[src/rtl/evcnt_pkg.sv]
package evcnt_pkg;
  localparam int unsigned A_CNT_BASE = 32'h420;
  localparam int unsigned A_CTL_BASE = 32'h120;
  localparam int unsigned A_SEL_BASE = 32'h220;
  localparam int unsigned A_GCTL     = 32'h500;
  localparam int unsigned A_ENSET    = 32'h508;
  localparam int unsigned A_ENCLR    = 32'h50C;
  localparam int unsigned A_IESET    = 32'h510;
  localparam int unsigned A_IECLR    = 32'h514;
  localparam int unsigned A_LINK     = 32'h718;
  localparam int unsigned A_OVF      = 32'h740;
  localparam int unsigned A_TOGGLE   = 32'h96C;
  localparam int unsigned STRIDE     = 8;
  localparam logic [7:0] CODE_CYCLES = 8'h01;
  localparam logic [7:0] CODE_EV0    = 8'h20;
endpackage

[src/rtl/evcnt_evsel.sv]
module evcnt_evsel
  import evcnt_pkg::*;
#(
  parameter int NUM_EV = 6
) (
  input  logic [7:0]        sel,
  input  logic [NUM_EV-1:0] ev,
  output logic              hit
);
  always_comb begin
    hit = (sel == CODE_CYCLES);
    for (int i = 0; i < NUM_EV; i++) begin
      if (sel == CODE_EV0 + 8'(i)) hit = hit | ev[i];
    end
  end
endmodule

[src/rtl/evcnt_slice.sv]
module evcnt_slice #(
  parameter int W = 32
) (
  input  logic         clk,
  input  logic         rst,
  input  logic         clr,
  input  logic         wr,
  input  logic [W-1:0] wdata,
  input  logic         inc,
  input  logic         msb_mode,
  output logic [W-1:0] value,
  output logic         carry,
  output logic         flag
);
  logic low_full;
  logic live;

  assign low_full = &value[W-2:0];
  assign live     = inc & ~wr & ~clr;
  // the top bit flips exactly when all lower bits are ones
  assign carry    = live & low_full & value[W-1];
  assign flag     = live & low_full & (value[W-1] | msb_mode);

  always_ff @(posedge clk) begin
    if (rst || clr)  value <= '0;
    else if (wr)     value <= wdata;
    else if (inc)    value <= value + W'(1);
  end

  p_write_wins_r4: assert property (@(posedge clk) disable iff (rst)
    (wr && !clr) |=> value == $past(wdata));
  p_step_one_r3: assert property (@(posedge clk) disable iff (rst)
    (inc && !wr && !clr) |=> value == $past(value) + W'(1));
  p_hold_idle_r3: assert property (@(posedge clk) disable iff (rst)
    (!inc && !wr && !clr) |=> $stable(value));
endmodule

[src/rtl/evcnt_bank.sv]
module evcnt_bank
  import evcnt_pkg::*;
#(
  parameter int NUM_CNT = 8,
  parameter int NUM_EV  = 6,
  parameter int ADDR_W  = 12,
  parameter int DATA_W  = 32
) (
  input  logic              clk,
  input  logic              rst,
  input  logic              bus_valid,
  input  logic              bus_write,
  input  logic [ADDR_W-1:0] bus_addr,
  input  logic [DATA_W-1:0] bus_wdata,
  output logic              bus_ready,
  output logic              bus_rvalid,
  output logic [DATA_W-1:0] bus_rdata,
  input  logic [NUM_EV-1:0] ev_in,
  output logic              irq
);
  localparam int IW   = (NUM_CNT > 1) ? $clog2(NUM_CNT) : 1;
  localparam int SPAN = NUM_CNT * STRIDE;

  logic wr, rd;
  assign wr        = bus_valid & bus_write;
  assign rd        = bus_valid & ~bus_write;
  assign bus_ready = 1'b1;

  logic [ADDR_W-1:0] off_cnt, off_sel, off_ctl;
  logic              hit_cnt, hit_sel, hit_ctl;
  logic [IW-1:0]     idx_cnt, idx_sel;
  assign off_cnt = bus_addr - ADDR_W'(A_CNT_BASE);
  assign off_sel = bus_addr - ADDR_W'(A_SEL_BASE);
  assign off_ctl = bus_addr - ADDR_W'(A_CTL_BASE);
  assign hit_cnt = (off_cnt < ADDR_W'(SPAN)) && (off_cnt[2:0] == 3'd0);
  assign hit_sel = (off_sel < ADDR_W'(SPAN)) && (off_sel[2:0] == 3'd0);
  assign hit_ctl = (off_ctl < ADDR_W'(SPAN)) && (off_ctl[2:0] == 3'd0);
  assign idx_cnt = off_cnt[IW+2:3];
  assign idx_sel = off_sel[IW+2:3];

  logic wr_gctl, wr_ovf, clr_all;
  assign wr_gctl = wr && bus_addr == ADDR_W'(A_GCTL);
  assign wr_ovf  = wr && bus_addr == ADDR_W'(A_OVF);
  assign clr_all = wr_gctl && bus_wdata[1];

  logic               g_en;
  logic [NUM_CNT-1:0] en_m, ie_m, link_m, tog_m, ovf_m;
  logic [7:0]         sel_r [NUM_CNT];
  logic [DATA_W-1:0]  cnt_v [NUM_CNT];
  logic [NUM_CNT-1:0] ev_hit, inc, carry, flag;

  for (genvar n = 0; n < NUM_CNT; n++) begin : g_cnt
    logic src;
    logic cnt_wr;
    evcnt_evsel #(.NUM_EV(NUM_EV)) u_sel (
      .sel(sel_r[n]), .ev(ev_in), .hit(ev_hit[n]));
    if (n % 2 == 1) begin : g_odd
      assign src = link_m[n] ? carry[n-1] : ev_hit[n];
    end else begin : g_even
      assign src = ev_hit[n];
    end
    assign inc[n]  = g_en & en_m[n] & src;
    assign cnt_wr  = wr & hit_cnt & (idx_cnt == IW'(n));
    evcnt_slice #(.W(DATA_W)) u_slice (
      .clk(clk), .rst(rst), .clr(clr_all), .wr(cnt_wr), .wdata(bus_wdata),
      .inc(inc[n]), .msb_mode(tog_m[n]), .value(cnt_v[n]),
      .carry(carry[n]), .flag(flag[n]));

    always_ff @(posedge clk) begin
      if (rst) sel_r[n] <= '0;
      else if (wr && hit_sel && idx_sel == IW'(n)) sel_r[n] <= bus_wdata[7:0];
    end
  end

  logic [NUM_CNT-1:0] wmask;
  assign wmask = bus_wdata[NUM_CNT-1:0];

  always_ff @(posedge clk) begin
    if (rst) begin
      g_en <= 1'b0; en_m <= '0; ie_m <= '0; link_m <= '0; tog_m <= '0; ovf_m <= '0;
    end else begin
      if (wr_gctl) g_en <= bus_wdata[0];
      if (wr && bus_addr == ADDR_W'(A_ENSET))  en_m   <= en_m | wmask;
      if (wr && bus_addr == ADDR_W'(A_ENCLR))  en_m   <= en_m & ~wmask;
      if (wr && bus_addr == ADDR_W'(A_IESET))  ie_m   <= ie_m | wmask;
      if (wr && bus_addr == ADDR_W'(A_IECLR))  ie_m   <= ie_m & ~wmask;
      if (wr && bus_addr == ADDR_W'(A_LINK))   link_m <= wmask;
      if (wr && bus_addr == ADDR_W'(A_TOGGLE)) tog_m  <= wmask;
      if (clr_all)     ovf_m <= '0;
      else if (wr_ovf) ovf_m <= (ovf_m & ~wmask) | flag;
      else             ovf_m <= ovf_m | flag;
    end
  end

  logic [DATA_W-1:0] rmux;
  always_comb begin
    rmux = '0;
    if (hit_cnt)      rmux = cnt_v[idx_cnt];
    else if (hit_sel) rmux = DATA_W'(sel_r[idx_sel]);
    else if (hit_ctl) rmux = '0;
    else begin
      case (bus_addr)
        ADDR_W'(A_GCTL):                   rmux = DATA_W'(g_en);
        ADDR_W'(A_ENSET), ADDR_W'(A_ENCLR): rmux = DATA_W'(en_m);
        ADDR_W'(A_IESET), ADDR_W'(A_IECLR): rmux = DATA_W'(ie_m);
        ADDR_W'(A_LINK):                   rmux = DATA_W'(link_m);
        ADDR_W'(A_OVF):                    rmux = DATA_W'(ovf_m);
        ADDR_W'(A_TOGGLE):                 rmux = DATA_W'(tog_m);
        default:                           rmux = '0;
      endcase
    end
  end

  always_ff @(posedge clk) begin
    if (rst) begin
      bus_rvalid <= 1'b0;
      bus_rdata  <= '0;
    end else begin
      bus_rvalid <= rd;
      bus_rdata  <= rd ? rmux : '0;
    end
  end

  assign irq = |(ovf_m & ie_m);

  p_rvalid_follows_r11: assert property (@(posedge clk) disable iff (rst)
    rd |=> bus_rvalid);
  p_no_stray_rvalid_r11: assert property (@(posedge clk) disable iff (rst)
    !rd |=> !bus_rvalid);
  p_ovf_sticky_r5: assert property (@(posedge clk) disable iff (rst)
    (!wr_ovf && !clr_all) |=> ((ovf_m & $past(ovf_m)) == $past(ovf_m)));
  p_clear_all_r10: assert property (@(posedge clk) disable iff (rst)
    clr_all |=> (ovf_m == '0) && (cnt_v[0] == '0));
endmodule

[config.mk]
export PLATFORM = sky130hd
export DESIGN_NAME = evcnt_bank
export DESIGN_NICKNAME = d
export VERILOG_FILES = /design/src/rtl/evcnt_pkg.sv /design/src/rtl/evcnt_evsel.sv /design/src/rtl/evcnt_slice.sv /design/src/rtl/evcnt_bank.sv
export SDC_FILE = /design/constraint.sdc
export NUM_CORES = 1
export LEC_CHECK = 0
export BUFFER_PORTS_ARGS = -buffer_cell sky130_fd_sc_hd__clkbuf_2
export CELL_PAD_IN_SITES_DETAIL_PLACEMENT = 0
export CELL_PAD_IN_SITES_GLOBAL_PLACEMENT = 1
export CORE_ASPECT_RATIO = 1.1
export CORE_UTILIZATION = 52
export DETAILED_ROUTE_END_ITERATION = 6
export GPL_TIMING_DRIVEN = 0
export PLACE_DENSITY = 0.91
export SLEW_MARGIN = 5
export SYNTH_ARGS = -nofsm -noshare
export SYNTH_HDL_FRONTEND = slang
export SYNTH_SLANG_ARGS = --single-unit
[constraint.sdc]
create_clock -name clk -period 8.5 [get_ports clk]
set_input_delay 0.85 -clock clk [delete_from_list [all_inputs] [get_ports clk]]
set_output_delay 0.85 -clock clk [all_outputs]
set_load 0.005 [all_outputs]
After elaboration in Yosys (flattened, before gate mapping)
Memories as Yosys holds them, arrays and structs flattened. Cells that the tools add are included. W data, S select, Z words.

Flip-flop bits (word level): 330. RAM bits: 64. Input bits: 54. Output and inout bits: 35. Word-level logic and storage cells: 422. Memories kept: 1.

Memory list: sel_r (depth 8, width 8, read ports 9, clocked after memory_dff 0, wr ports 8, line evcnt_bank.sv:48) `logic [7:0] sel_r [NUM_CNT];`.

Add/sub/neg operators: 11. Magnitude comparators: 4. Equality and inequality tests: 78. Multiplexer cells: 114. Bitwise logic cells: 148. Reductions and logical operators: 50.

Operators with widths (number): $mux W32 (19); $eq A8 B6 Y1 const B (48); $add A32 B1 Y32 const B (8); $reduce_and A31 Y1 (8); $mux W8 (15); $bmux W32 S3 (1); $eq A12 B11 Y1 const B (7); $mux W1 (78); $eq A8 B1 Y1 const B (8); $or A1 B1 Y1 (64); $and A1 B1 Y1 (63); $pmux W8 S6 (1); $lt A12 B7 Y1 const B (3); $and A8 B8 Y8 (4); $or A8 B8 Y8 (4); $eq A3 B3 Y1 const B (8); $logic_and A1 B1 Y1 (21); $reduce_bool A2 Y1 (10); $logic_not A3 Y1 (5); $eq A12 B12 Y1 const B (1); $eq A3 B2 Y1 const B (4); $sub A12 B10 Y12 const B (1); $sub A12 B11 Y12 const B (1); $sub A12 B9 Y12 const B (1); other kinds (8) (22).

Depth between registers and ports, before layout
An unclocked memory read counts as a cell.

Depth in word-level cells: 27. Depth in mapped cells: 14. Mapped depth without buffers: 10.

Modules after synthesis
Synthesis repeated with hierarchy kept, for this count alone.

Cells, all modules: 2883. Area, all modules: 24906.4 µm².

By module, submodules not included: evcnt_slice (times used 8, cells an instance 257, area an instance 2024.4 µm², sequential area each 640.6 µm²); evcnt_bank (times used 1, cells an instance 731, area an instance 8050.2 µm², sequential area each 3403.3 µm²); evcnt_evsel (times used 8, cells an instance 12, area an instance 82.6 µm², sequential area each 0.0 µm²).

Least setup slack after synthesis
No wires, ideal clock.

Path type: input port to flip-flop. Start point: input bus_addr[5]. End point: register ovf_m[7]. Library setup time: 0.070 ns. Data arrival time: 4.152 ns. Data required time: 8.430 ns. Setup slack: 4.278 ns. Cell stages on the path: 13. Path buffers: 3. Path through: clkbuf_1 > inv_2 > clkbuf_1 > buf_1 > ha_1 > nor3b_2 > a2bb2oi_2 > a2111oi_0 > or4_1 > o31ai_4 > nand3_1 > or4b_1 > a21oi_1.

Word-level cells in the longest chain between the ends: 18. Elaborated cells on any way between the ends: 30. Classes of those cells: add/sub (1); order compare (1); eq/ne (4); mux (2); bitwise (17); reduce/logical (5).

Ends and longest elaborated chain: start: declaration (line evcnt_bank.sv:13) `input logic [ADDR_W-1:0] bus_addr,`; $sub A12 B11 Y12 (line evcnt_bank.sv:32) `assign off_cnt = bus_addr - ADDR_W'(A_CNT_BASE);`; $lt A12 B7 Y1 (line evcnt_bank.sv:35) `assign hit_cnt = (off_cnt < ADDR_W'(SPAN)) && (off_cnt[2:0] == 3'd0);`; $logic_and A1 B1 Y1 (line evcnt_bank.sv:35); $and A1 B1 Y1 (2 in a row) (line evcnt_bank.sv:63) `assign cnt_wr = wr & hit_cnt & (idx_cnt == IW'(n));`; $not A1 Y1 (line evcnt_slice.sv:19) `assign live = inc & ~wr & ~clr;`; $and A1 B1 Y1 (2 in a row) (line evcnt_slice.sv:19); $and A1 B1 Y1 (2 in a row) (line evcnt_slice.sv:21) `assign carry = live & low_full & value[W-1];`; $mux W1 (line evcnt_bank.sv:58) `assign src = link_m[n] ? carry[n-1] : ev_hit[n];`; $and A1 B1 Y1 (line evcnt_bank.sv:62) `assign inc[n] = g_en & en_m[n] & src;`; $and A1 B1 Y1 (2 in a row) (line evcnt_slice.sv:19); $and A1 B1 Y1; $and A1 B1 Y1 (line evcnt_slice.sv:22) `assign flag = live & low_full & (value[W-1] | msb_mode);`; $or A8 B8 Y8, on equally long branches (line evcnt_bank.sv:91, evcnt_bank.sv:90); $mux W8 (line evcnt_bank.sv:90) `else if (wr_ovf) ovf_m <= (ovf_m & ~wmask) | flag;`; end signal: assignment (line evcnt_bank.sv:90); end signal: assignment (line evcnt_bank.sv:91) `else ovf_m <= ovf_m | flag;`; end: declaration (line evcnt_bank.sv:47) `logic [NUM_CNT-1:0] en_m, ie_m, link_m, tog_m, ovf_m;`.

Several ways; a longest one is shown, not always the timed one. A chain may end at the register's enable or synchronous reset.

Final worst setup path
Start point: input bus_addr[5]. End point: register ovf_m[3].

Same word-level chain as after synthesis.

==> flow_summary.toml <==
[route]
drt-initial-drc-count = 2621
drcViolationCount = 0
post_drt_wl_per_cell_microns = 27.5
ant_nets = 0
num_vias = 21700
wl_mm = 89.2
viasPerCell = 6.69
first_pass_iters = 6

[yosys]
synth.avg_cell_area_sq_um = 8.86
async_flop_share_pct = 0
synth-seq-area-share_pct = 38.4
synth_nets = 2568
synth_top_area_share_pct = 29.8
synth_cell_types = 82
yosys.area.top_type = "dfxtp_1"
synth_ff_type = "dfxtp_1"
synth_area_leaders = "dfxtp_1, edfxtp_1, mux4_2, xor2_1, a21oi_1"
synth-edff-count = 64
syn_area_sq_um = 22200
ys_warn_count = 0
synthCells = 2505
ys_seq_elements = 394

[clock_tree]
cts_tree = "built"
post_cts_buffers = 0
clkLatencyLatePin_ns = 0.60
cts_buffers = 45
path_clk_slew_ns = 0.06
cts.htree.levels = 2
hold_buffers = 0
cts-root-buf = "clkbuf_16"
clkSinkCount = 394
clockBufferDepth = 3
cts_resized = 0

[timing]
fin_crit_ns = 5.68
clock_skew_ns = 0.0185
finalCritPeriodShare_pct = 66.8
hold_violations = 0
rsz0062_at_grt = "false"
finalSetupViolCount = 0
fin_setup_tns_ns = 0
max_freq_ghz = 0.176
drv_slew = 0
relSlewSlack_pct = 14.3
worst_pin_slew_ns = 1.28

[die]
coreArea_sq_um = 42200
io-pin-count = 89
die-area_sq_um = 43500
die_x_microns = 199
die_h_microns = 219
rows = 79
start_util_pct = 52.6

[critical_path]
arrival_ns = 6.21
worst-path-max-fanout = 10
cp.depth = 15
worstPathCellList = "clkbuf_2 -> clkbuf_1 -> inv_2 -> clkbuf_1 -> buf_1 -> ha_1 -> nor3b_2 -> a2bb2oi_2 -> a211o_1 -> clkbuf_1 -> or2_2 -> clkbuf_1 -> nor4b_1 -> a21oi_1 -> nor2_1"
crit_path_start_kind = "input port"
path_delay_family = "buffers and inverters"
reg2reg_depth = 9
crit_path_frequent_cell = "clkbuf_1"
slowest_delay_ns = 0.71
end_kind = "register"
critPathRequiredTime_ns = 9.03
slowest_stage = "clkbuf_1"
criticalPathCategory = "in -> reg"
crit_buf_inv = 7

[power]
ir_drop_uv = 170
power_density_nw_per_um2 = 170
p_leak_uw = 0.00817

[finish]
final_cells = 3240
drive_above_1_share_pct = 10.6
nFillCells = 3809
finalNetCount = 2702
syn_to_final_growth_pct = 12.1
antenna_cells = 0
seqCellArea_sq_um = 8530
multiInputGateArea_sq_um = 12900

[place]
portBuffers = 84
dpl.hpwl_mm = 67.9
gp_congestion = 1.07
place_inst = 3159

[grt]
grt_max_degree = 14
grt_pass1_wl_mm = 131
globalRouteTotalUtil_pct = 41.3
grt_pass1_vias = 20000
antenna_found_initial = 2
grt.overflow.total = 0

[outcome]
run_status = "finished clean"

[flow_run]
cap_violations = 0

[worst_hold_path]
hp-class = "reg -> reg"
min_path_cells = 2
[per-stage QoR]
| step | total power [uW] | instance area (sq um) | util [%] | hold WS (ns) | setup WS [ns] |
|---|---|---|---|---|---|
| 3_3_place_gp | 2210 | 23300 | 55.2 | 0.444 | 2.16 |
| 3_5_place_dp | 2210 | 23300 | 55.3 | 0.451 | 2.48 |
| 5_1_grt | 4290 | 24900 | 58.9 | 0.485 | 2.72 |
| 6_report | 4210 | 24900 | 58.9 | 0.461 | 2.82 |
| 2_1_floorplan | 2090 | 22200 | - | 0.436 | 4.28 |
| 4_1_cts | 4200 | 24900 | 58.9 | 0.458 | 3.08 |
[path summary, 6_finish.rpt]
check             slack [ns]                       from        end
hold reg to reg         0.46                  link_m[0]  link_m[0]
setup reg to reg        3.81  g_cnt[2].u_slice.value[0]   ovf_m[3]
setup / recovery        2.82                bus_addr[5]   ovf_m[3]
hold / removal          0.46                  link_m[0]  link_m[0]
[state kept, by name, summed over array words and instances (netlist names), named ones only]
signal / flops
ovf_m: 8
link_m: 8
g_en: 1
bus_rvalid: 1
bus_rdata: 32
sel_r: 64
tog_m: 8
g_cnt.u_slice.value: 256
[cells by family (layout without fill, tap and decap cells)]
group / Yosys count / after routing / synth area share (%)
flip-flops: 394 / 394 / 38.4
adder cells (fa/ha/maj): 9 / 9 / 0.508
buffers and inverters: 212 / 380 / 3.71
other: 1 / 1 / 0.0169
multiplexers: 107 / 107 / 9.36
AND/OR/NAND/NOR: 932 / 932 / 21.9
XOR/XNOR: 248 / 248 / 9.79
AO/OA/AOI/OAI: 602 / 602 / 16.3
[report_power, final]
group | total [uW] | internal [uW] | switching [uW] | leakage (uW)
clock network | 2030 | 1200 | 829 | 0.000741
logic | 258 | 70.6 | 188 | 0.00416
registers | 1930 | 1910 | 15.7 | 0.00326
total | 4210 | 3180 | 1030 | 0.00817
[routing by layer]
metal	up-vias	GRT usage [%]	wire (microns)
met5	-	0	33
met4	4	28.9	7590
met3	350	8.32	8750
met2	1406	62.5	38600
met1	10500	52.7	34200
li1	9434	-	-
[cells in the final DEF, fill, tap and decap left out, types with 11 or more instances in the layout]
cell type  Yosys  final
and3_1        84     84
clkbuf_1     145    160
nand4_1       83     83
nor2_1       172    172
dfxtp_1      330    330
inv_1         35     35
o21ai_0      190    190
xor2_1       145    145
a21oi_1      252    252
mux2i_1       24     24
clkbuf_16      0     47
clkbuf_2       0     84
nor4_1        23     21
a22oi_1       13     13
and4_1        21     21
buf_1         17     17
nand3_1      108    108
nand2_1      218    218
edfxtp_1      64     64
xnor2_1      103    103
and2_1        80     80
mux4_2        80     80
nor3_1        60     60
nor2b_1       14     14
a211oi_1      73     73
buf_2         12     13
clkbuf_8       0     11
[layout make-up]
cell class	count	area share, %
Multi-Input combinational cell	1899	51.7
Sequential cell	394	34.3
Tap cell	567	2.85
Buffer	176	2.76
Clock buffer	73	5.57
Inverter	36	0.543
Timing Repair Buffer	87	1.77
Clock inverter	8	0.503
[worst reg2reg max path: stages, from the launching register on]
cell	delay [ns]
dfxtp_1	0.41
ha_1	0.22
nand4_1	0.20
nor4_1	0.79
o2111ai_2	0.68
o41ai_4	0.93
nand4_1	0.46
nor4b_1	0.75
a21oi_1	0.08
nor2_1	0.11
[synthesized netlist by cell type (14+ instances only)]
| cell type | instances |
|---|---|
| a211oi_1 | 73 |
| and2_1 | 80 |
| o21ai_0 | 190 |
| nor4_1 | 23 |
| nand4_1 | 83 |
| mux2i_1 | 24 |
| and3_1 | 84 |
| dfxtp_1 | 330 |
| xor2_1 | 145 |
| clkbuf_1 | 145 |
| buf_1 | 17 |
| inv_1 | 35 |
| nor2b_1 | 14 |
| nand2_1 | 218 |
| nor3_1 | 60 |
| a21oi_1 | 252 |
| nor2_1 | 172 |
| xnor2_1 | 103 |
| mux4_2 | 80 |
| nand3_1 | 108 |
| and4_1 | 21 |
| edfxtp_1 | 64 |
Power figures use the tool's default switching activity.
